==> src/rtl/tlb_pkg.sv <==
package tlb_pkg;

    typedef enum logic [1:0] {
        ACC_READ  = 2'd0,
        ACC_WRITE = 2'd1,
        ACC_EXEC  = 2'd2,
        ACC_NONE  = 2'd3
    } acc_e;

    typedef enum logic [1:0] {
        RS_OK    = 2'd0,
        RS_RETRY = 2'd1,
        RS_SEGV  = 2'd2,
        RS_PROT  = 2'd3
    } rsp_e;

    typedef enum logic [1:0] {
        FS_IDLE  = 2'd0,
        FS_FETCH = 2'd1,
        FS_WAIT  = 2'd2
    } fsm_e;

    typedef struct packed {
        logic rd;
        logic wr;
        logic ex;
    } perm_t;

    function automatic logic perm_ok(perm_t p, logic [1:0] acc);
        case (acc)
            ACC_READ:  return p.rd;
            ACC_WRITE: return p.wr;
            ACC_EXEC:  return p.ex;
            default:   return 1'b0;
        endcase
    endfunction

endpackage

==> src/rtl/tlb_victim_sel.sv <==
module tlb_victim_sel #(
    parameter int ENTRIES = 8,
    localparam int IDX_W = (ENTRIES > 1) ? $clog2(ENTRIES) : 1
) (
    input  logic               clk,
    input  logic               rst_n,
    input  logic [ENTRIES-1:0] valid_i,
    input  logic               alloc_i,
    output logic [IDX_W-1:0]   victim_o
);

    typedef struct packed {
        logic [IDX_W-1:0] ptr;
    } vs_t;

    vs_t              s_d, s_q;
    logic             free_found;
    logic [IDX_W-1:0] free_idx;

    always_comb begin
        free_found = 1'b0;
        free_idx   = '0;
        for (int i = ENTRIES - 1; i >= 0; i--) begin
            if (!valid_i[i]) begin
                free_found = 1'b1;
                free_idx   = IDX_W'(i);
            end
        end
        victim_o = free_found ? free_idx : s_q.ptr;

        s_d = s_q;
        if (alloc_i && !free_found) begin
            s_d.ptr = (s_q.ptr == IDX_W'(ENTRIES - 1)) ? '0 : s_q.ptr + 1'b1;
        end
    end

    always_ff @(posedge clk) begin
        if (!rst_n) s_q <= '0;
        else        s_q <= s_d;
    end

endmodule

==> src/rtl/tlb_cam.sv <==
module tlb_cam
    import tlb_pkg::*;
#(
    parameter int ENTRIES = 8,
    parameter int VPN_W   = 8,
    parameter int PFN_W   = 8,
    parameter int ASID_W  = 8,
    localparam int IDX_W  = (ENTRIES > 1) ? $clog2(ENTRIES) : 1
) (
    input  logic               clk,
    input  logic               rst_n,
    input  logic [VPN_W-1:0]   lk_vpn_i,
    input  logic [ASID_W-1:0]  lk_asid_i,
    output logic               lk_hit_o,
    output logic [PFN_W-1:0]   lk_pfn_o,
    output perm_t              lk_perm_o,
    input  logic               flush_all_i,
    input  logic               flush_asid_en_i,
    input  logic [ASID_W-1:0]  flush_asid_i,
    input  logic               ins_en_i,
    input  logic [IDX_W-1:0]   ins_idx_i,
    input  logic [VPN_W-1:0]   ins_vpn_i,
    input  logic [PFN_W-1:0]   ins_pfn_i,
    input  perm_t              ins_perm_i,
    input  logic [ASID_W-1:0]  ins_asid_i,
    output logic [ENTRIES-1:0] valid_o
);

    typedef struct packed {
        logic [ENTRIES-1:0]             vld;
        logic [ENTRIES-1:0][VPN_W-1:0]  vpn;
        logic [ENTRIES-1:0][PFN_W-1:0]  pfn;
        logic [ENTRIES-1:0][ASID_W-1:0] asid;
        logic [ENTRIES-1:0][2:0]        perm;
    } cam_t;

    cam_t               s_d, s_q;
    logic [ENTRIES-1:0] hit_vec;

    for (genvar g = 0; g < ENTRIES; g++) begin : g_match
        assign hit_vec[g] = s_q.vld[g] && (s_q.vpn[g] == lk_vpn_i)
                            && (s_q.asid[g] == lk_asid_i);
    end

    always_comb begin
        logic [PFN_W-1:0] pfn_acc;
        logic [2:0]       perm_acc;
        pfn_acc  = '0;
        perm_acc = '0;
        for (int i = 0; i < ENTRIES; i++) begin
            if (hit_vec[i]) begin
                pfn_acc  = pfn_acc | s_q.pfn[i];
                perm_acc = perm_acc | s_q.perm[i];
            end
        end
        lk_hit_o  = |hit_vec;
        lk_pfn_o  = pfn_acc;
        lk_perm_o = perm_t'(perm_acc);
    end

    always_comb begin
        s_d = s_q;
        if (ins_en_i) begin
            s_d.vld[ins_idx_i]  = 1'b1;
            s_d.vpn[ins_idx_i]  = ins_vpn_i;
            s_d.pfn[ins_idx_i]  = ins_pfn_i;
            s_d.asid[ins_idx_i] = ins_asid_i;
            s_d.perm[ins_idx_i] = ins_perm_i;
        end
        if (flush_all_i) begin
            s_d.vld = '0;
        end else if (flush_asid_en_i) begin
            for (int i = 0; i < ENTRIES; i++) begin
                if (s_d.asid[i] == flush_asid_i) s_d.vld[i] = 1'b0;
            end
        end
    end

    always_ff @(posedge clk) begin
        if (!rst_n) s_q <= '0;
        else        s_q <= s_d;
    end

    assign valid_o = s_q.vld;

    // a lookup never matches two slots
    a_r3_one_match: assert property (@(posedge clk) disable iff (!rst_n)
        $onehot0(hit_vec));

    // a full flush leaves no slot valid
    a_r10_flush_empty: assert property (@(posedge clk) disable iff (!rst_n)
        flush_all_i |=> (s_q.vld == '0));

    for (genvar g = 0; g < ENTRIES; g++) begin : g_chk
        // no slot of the flushed ASID survives
        a_r11_asid_clear: assert property (@(posedge clk) disable iff (!rst_n)
            flush_asid_en_i |=> !(s_q.vld[g] && (s_q.asid[g] == $past(flush_asid_i))));
    end

endmodule

==> src/rtl/tlb_asid_refill.sv <==
module tlb_asid_refill
    import tlb_pkg::*;
#(
    parameter int VA_W       = 16,
    parameter int PAGE_BYTES = 256,
    parameter int PFN_W      = 8,
    parameter int ASID_W     = 8,
    parameter int ENTRIES    = 8,
    parameter int PTE_BYTES  = 4,
    localparam int OFF_W     = $clog2(PAGE_BYTES),
    localparam int VPN_W     = VA_W - OFF_W,
    localparam int PA_W      = PFN_W + OFF_W,
    localparam int PTE_SH    = $clog2(PTE_BYTES),
    localparam int IDX_W     = (ENTRIES > 1) ? $clog2(ENTRIES) : 1
) (
    input  logic              clk,
    input  logic              rst_n,
    input  logic              req_valid,
    output logic              req_ready,
    input  logic [VA_W-1:0]   req_vaddr,
    input  logic [1:0]        req_acc,
    input  logic [ASID_W-1:0] req_asid,
    input  logic [PA_W-1:0]   ptbr,
    input  logic              flush_all,
    input  logic              flush_asid_en,
    input  logic [ASID_W-1:0] flush_asid,
    output logic              mem_req_valid,
    input  logic              mem_req_ready,
    output logic [PA_W-1:0]   mem_req_addr,
    input  logic              mem_rsp_valid,
    input  logic [31:0]       mem_rsp_data,
    output logic              rsp_valid,
    output logic [1:0]        rsp_status,
    output logic [PA_W-1:0]   rsp_paddr
);

    typedef struct packed {
        fsm_e              fsm;
        logic [VPN_W-1:0]  vpn;
        logic [1:0]        acc;
        logic [ASID_W-1:0] asid;
        logic              rv;
        logic [1:0]        rs;
        logic [PA_W-1:0]   rpa;
    } top_t;

    top_t               s_d, s_q;

    logic               lk_hit;
    logic [PFN_W-1:0]   lk_pfn;
    perm_t              lk_perm;
    logic               ins_en;
    logic [IDX_W-1:0]   victim;
    logic [ENTRIES-1:0] cam_valid;

    logic               pte_v;
    perm_t              pte_perm;
    logic [PFN_W-1:0]   pte_pfn;
    logic               unused_pte_bits;

    assign pte_v           = mem_rsp_data[31];
    assign pte_perm        = perm_t'(mem_rsp_data[30:28]);
    assign pte_pfn         = mem_rsp_data[PFN_W-1:0];
    assign unused_pte_bits = ^mem_rsp_data[27:PFN_W];

    tlb_cam #(
        .ENTRIES (ENTRIES),
        .VPN_W   (VPN_W),
        .PFN_W   (PFN_W),
        .ASID_W  (ASID_W)
    ) u_cam (
        .clk             (clk),
        .rst_n           (rst_n),
        .lk_vpn_i        (req_vaddr[VA_W-1:OFF_W]),
        .lk_asid_i       (req_asid),
        .lk_hit_o        (lk_hit),
        .lk_pfn_o        (lk_pfn),
        .lk_perm_o       (lk_perm),
        .flush_all_i     (flush_all),
        .flush_asid_en_i (flush_asid_en),
        .flush_asid_i    (flush_asid),
        .ins_en_i        (ins_en),
        .ins_idx_i       (victim),
        .ins_vpn_i       (s_q.vpn),
        .ins_pfn_i       (pte_pfn),
        .ins_perm_i      (pte_perm),
        .ins_asid_i      (s_q.asid),
        .valid_o         (cam_valid)
    );

    tlb_victim_sel #(
        .ENTRIES (ENTRIES)
    ) u_victim (
        .clk      (clk),
        .rst_n    (rst_n),
        .valid_i  (cam_valid),
        .alloc_i  (ins_en),
        .victim_o (victim)
    );

    always_comb begin
        s_d       = s_q;
        s_d.rv    = 1'b0;
        s_d.rs    = RS_OK;
        s_d.rpa   = '0;
        ins_en    = 1'b0;
        req_ready = (s_q.fsm == FS_IDLE) && !flush_all && !flush_asid_en;
        mem_req_valid = (s_q.fsm == FS_FETCH);
        mem_req_addr  = ptbr + (PA_W'(s_q.vpn) << PTE_SH);

        case (s_q.fsm)
            FS_IDLE: begin
                if (req_valid && req_ready) begin
                    if (lk_hit) begin
                        s_d.rv = 1'b1;
                        if (perm_ok(lk_perm, req_acc)) begin
                            s_d.rs  = RS_OK;
                            s_d.rpa = {lk_pfn, req_vaddr[OFF_W-1:0]};
                        end else begin
                            s_d.rs  = RS_PROT;
                        end
                    end else begin
                        s_d.fsm  = FS_FETCH;
                        s_d.vpn  = req_vaddr[VA_W-1:OFF_W];
                        s_d.acc  = req_acc;
                        s_d.asid = req_asid;
                    end
                end
            end
            FS_FETCH: begin
                if (mem_req_ready) s_d.fsm = FS_WAIT;
            end
            FS_WAIT: begin
                if (mem_rsp_valid) begin
                    s_d.fsm = FS_IDLE;
                    s_d.rv  = 1'b1;
                    if (!pte_v) begin
                        s_d.rs = RS_SEGV;
                    end else if (!perm_ok(pte_perm, s_q.acc)) begin
                        s_d.rs = RS_PROT;
                    end else begin
                        ins_en = 1'b1;
                        s_d.rs = RS_RETRY;
                    end
                end
            end
            default: s_d.fsm = FS_IDLE;
        endcase
    end

    always_ff @(posedge clk) begin
        if (!rst_n) s_q <= '0;
        else        s_q <= s_d;
    end

    assign rsp_valid  = s_q.rv;
    assign rsp_status = s_q.rs;
    assign rsp_paddr  = s_q.rpa;

    // a pending table read keeps its address until taken
    a_r5_addr_hold: assert property (@(posedge clk) disable iff (!rst_n)
        (mem_req_valid && !mem_req_ready) |=> (mem_req_valid && $stable(mem_req_addr)));

    // a faulting response carries no physical address
    a_r4_fault_no_pa: assert property (@(posedge clk) disable iff (!rst_n)
        (rsp_valid && (rsp_status != RS_OK)) |-> (rsp_paddr == '0));

    // while a slot is empty, a refill never overwrites a live one
    a_r9_free_first: assert property (@(posedge clk) disable iff (!rst_n)
        (ins_en && !(&cam_valid)) |-> !cam_valid[victim]);

endmodule

==> config.mk <==
export PLATFORM = sky130hd
export DESIGN_NAME = tlb_asid_refill
export DESIGN_NICKNAME = d
export VERILOG_FILES = /design/src/rtl/tlb_pkg.sv /design/src/rtl/tlb_victim_sel.sv /design/src/rtl/tlb_cam.sv /design/src/rtl/tlb_asid_refill.sv
export SDC_FILE = /design/constraint.sdc
export NUM_CORES = 1
export LEC_CHECK = 0
export ABC_AREA = 1
export BUFFER_PORTS_ARGS = -buffer_cell sky130_fd_sc_hd__buf_4
export CORE_ASPECT_RATIO = 2
export CORE_MARGIN = 10
export CORE_UTILIZATION = 40
export DETAILED_ROUTE_END_ITERATION = 6
export PLACE_DENSITY = 0.63
export SLEW_MARGIN = 20
export SYNTH_ARGS = -nofsm -noshare
export SYNTH_HDL_FRONTEND = slang
export SYNTH_SLANG_ARGS = --single-unit
==> constraint.sdc <==
create_clock -name clk -period 4.79 [get_ports clk]
set_input_delay 0.2395 -clock clk [delete_from_list [all_inputs] [get_ports clk]]
set_output_delay 0.2395 -clock clk [all_outputs]
set_load 0.005 [all_outputs]
==> results.yml <==
routing:
  drt_wl_total_um: 63130
  drcViolationCount: 0
  dr.pass1.iters: 6
  drt_iter0_drc: 1037
  route.vias.total: 15740
  via_per_inst: 5.492
  detail_route.wl_per_cell_um: 22.03
  ant_nets: 0
synth:
  syn_area_per_cell_sq_um: 6.492
  syn_area_sq_um: 15260
  synth_adder_area_share_pct: 0.9509
  ys.flop_type: "dfxtp_1"
  synth_cells: 2351
  synth_compound_area_share_pct: 16.79
  synth-seq-area-share_pct: 34.89
  ys_seq_elements: 266
  yosys-top-cells-area: "dfxtp_1, nand2_1, nor2_1, o21ai_0, inv_1"
  yosys.area_share.simple_pct: 33.22
  synth_top_cells_by_count: "nand2_1, nor2_1, dfxtp_1"
  synthArstFlopShare_pct: 0
  yosysWarnings: 0
  syn-num-nets: 2451
  synthXorXnorAreaFrac_pct: 2.869
  post-synth-top-count-cell: "nand2_1"
  synth_top_area_share_pct: 34.89
  synth_top_family_by_area: "simple AND/OR/NAND/NOR gates"
  yosys-mux-area-fraction_pct: 0
  synth_cell_type_count: 45
  synth_edf_count: 0
  yosys.area.top_type: "dfxtp_1"
pwr:
  ir_worst_vdd_uv: 211.4
  cellPowerDensity_nw_per_um2: 303.9
  leakagePower_nw: 7.248
worst_hold_path:
  hold_path.class: "in2reg"
  hp-start: "mem_rsp_data[2]"
layout:
  fillers: 3976
  syn2layout_area_growth_pct: 11.98
  final_nets: 2483
  diodes: 0
  final_layout_size_suffix_gt1_share_pct: 10.40
clock_tree:
  cts_max_path_buffers: 3
  cts_tree: "yes"
  worstSkewPairLatency_ns: 0.56
  clkTransAtPathRegs_ns: 0.07
  cts-root-buf: "clkbuf_16"
  clock-sinks: 266
  cts_buffers: 26
  cts.repair.resized: 0
  cts_max_level: 1
floorplanning:
  core_area_sq_um: 37910
  die_w_um: 158.1
  die_y_um: 296.3
  fp-row-count: 101
  die_area_sq_um: 46850
  ios: 126
  start_util_pct: 40.26
timing:
  period_needed_ns: 3.576
  setup_viol: 0
  worst-slew-pin-transition_ns: 1.025
  postLayoutSetupSlackWorst_ns: 1.214
  final_hold_viol_count: 0
  clock_skew_ns: 0.01876
  relSlewSlack_pct: 31.40
  finalCritPeriodShare_pct: 74.65
  max_freq_mhz: 279.7
  rsz0062_at_grt: "no"
  fin_tns_setup_ns: 0
  maxSlewViolCount: 0
worst_setup_path:
  r2r_start: "u_cam.valid_o[3]"
  end_kind: "primary output"
  critPathKind: "reg2out"
  crit_slowest_cell: "dfxtp_1"
  cpPeakStageDelay_ns: 0.75
  worstPathCellList: "ha_1 > inv_1 > fa_1 > nor2_1 > a211oi_1 > o21ai_0 > nand3_1 > nand2_1 > nand3_1 > nor2_1 > xor2_1 > buf_4"
  cp-startpoint: "s_q[29]"
  reg2reg_slack_ns: 1.36
  worstPathArrival_ns: 3.34
  crit_path_start_kind: "register"
  cp.required_ns: 4.55
  crit_fanout: 10
placed_design:
  dp_hpwl_um: 49470
  io_buffer_count: 101
  gp_congestion: 0.9740
  place_ws_ns: 1.457
job:
  cap_violations: 0
global_route:
  grt_pass1_vias: 15130
  grt.total_usage_pct: 26.28
  gr-total-overflow: 0
  antenna_found_initial: 0
  grt_pass1_wl_um: 91720
  grt_max_degree: 111
status:
  outcome: "finished, final reports clean"
[metrics by stage]
step / power, W / instance area (sq um) / utilization, % / hold slack [ns] / cells
after floorplan: 0.002565 / 15260 / - / 0.3517 / 2351
after global placement: 0.002789 / 15980 / 42.14 / 0.4399 / 2806
after detailed placement: 0.002794 / 15980 / 42.14 / 0.4472 / 2806
after CTS: 0.005215 / 17090 / 45.08 / 0.02029 / 2866
after global routing: 0.005332 / 17090 / 45.08 / 0.04251 / 2866
final: 0.005194 / 17090 / 45.08 / 0.03520 / 2866
[layer usage]
layer,vias up,track usage [%],wire (um)
met5,-,0,0
met4,0,23.21,6356
met3,240,2.889,2899
met2,636,49.15,33290
met1,7170,24.17,20580
li1,7695,-,-
[cells in the final DEF, fill, tap and decap left out, drive strengths merged, types with 22 or more instances in the layout]
master  count
a21oi     158
buf       117
clkbuf     30
dfxtp     266
inv       256
nand2     541
nand3     151
nand4      63
nor2      361
nor3       22
o21ai     273
o22ai      22
xnor2      27
xor2       23
[power by group]
part / switching [W] / total (W) / leakage [nW] / internal [W]
clock network: 0.000982 / 0.00244 / 0.490 / 0.00145
logic: 0.000340 / 0.000502 / 4.61 / 0.000162
registers: 0.0000334 / 0.00226 / 2.14 / 0.00222
[area by class of cell]
class | count | area (sq um) | share of cell area, %
clock inverters | 18 | 277.8 | 1.625
inverters | 259 | 972.2 | 5.688
repair buffers | 129 | 998.5 | 5.842
flip-flops and latches | 266 | 5325 | 31.16
multi-input cells | 1701 | 8222 | 48.10
well taps | 463 | 579.3 | 3.389
clock buffers | 30 | 716.9 | 4.195
[path summary, 6_finish.rpt]
kind,end,cells past startpoint
worst min register to register,register,2
worst min-delay path,register,3
worst max-delay path,mem_req_addr[14],12
worst max register to register,u_cam.valid_o[5],16
[worst max-delay path, delay by kind of cell (launching register included)]
kind / cells / cell delay (ns)
simple gates: 5 / 0.60
flops: 1 / 0.75
buf+inv: 2 / 0.19
fa+ha+maj: 2 / 0.71
xor+xnor: 1 / 0.16
compound gates: 2 / 0.38
[cells by family after synthesis]
| family | after synthesis |
|---|---|
| AND/OR/NAND/NOR | 1162 |
| AO/OA/AOI/OAI | 478 |
| buffers and inverters | 384 |
| flip-flops | 266 |
| XOR/XNOR | 50 |
| adder cells (fa/ha/maj) | 11 |
[timing repair]
action / 4_1_cts / 5_1_grt
hold buffers: 12 / 0
setup buffers: 0 / 0
endpoints found under the hold margin: 12 / 0
(Power assumes the default switching activity.)
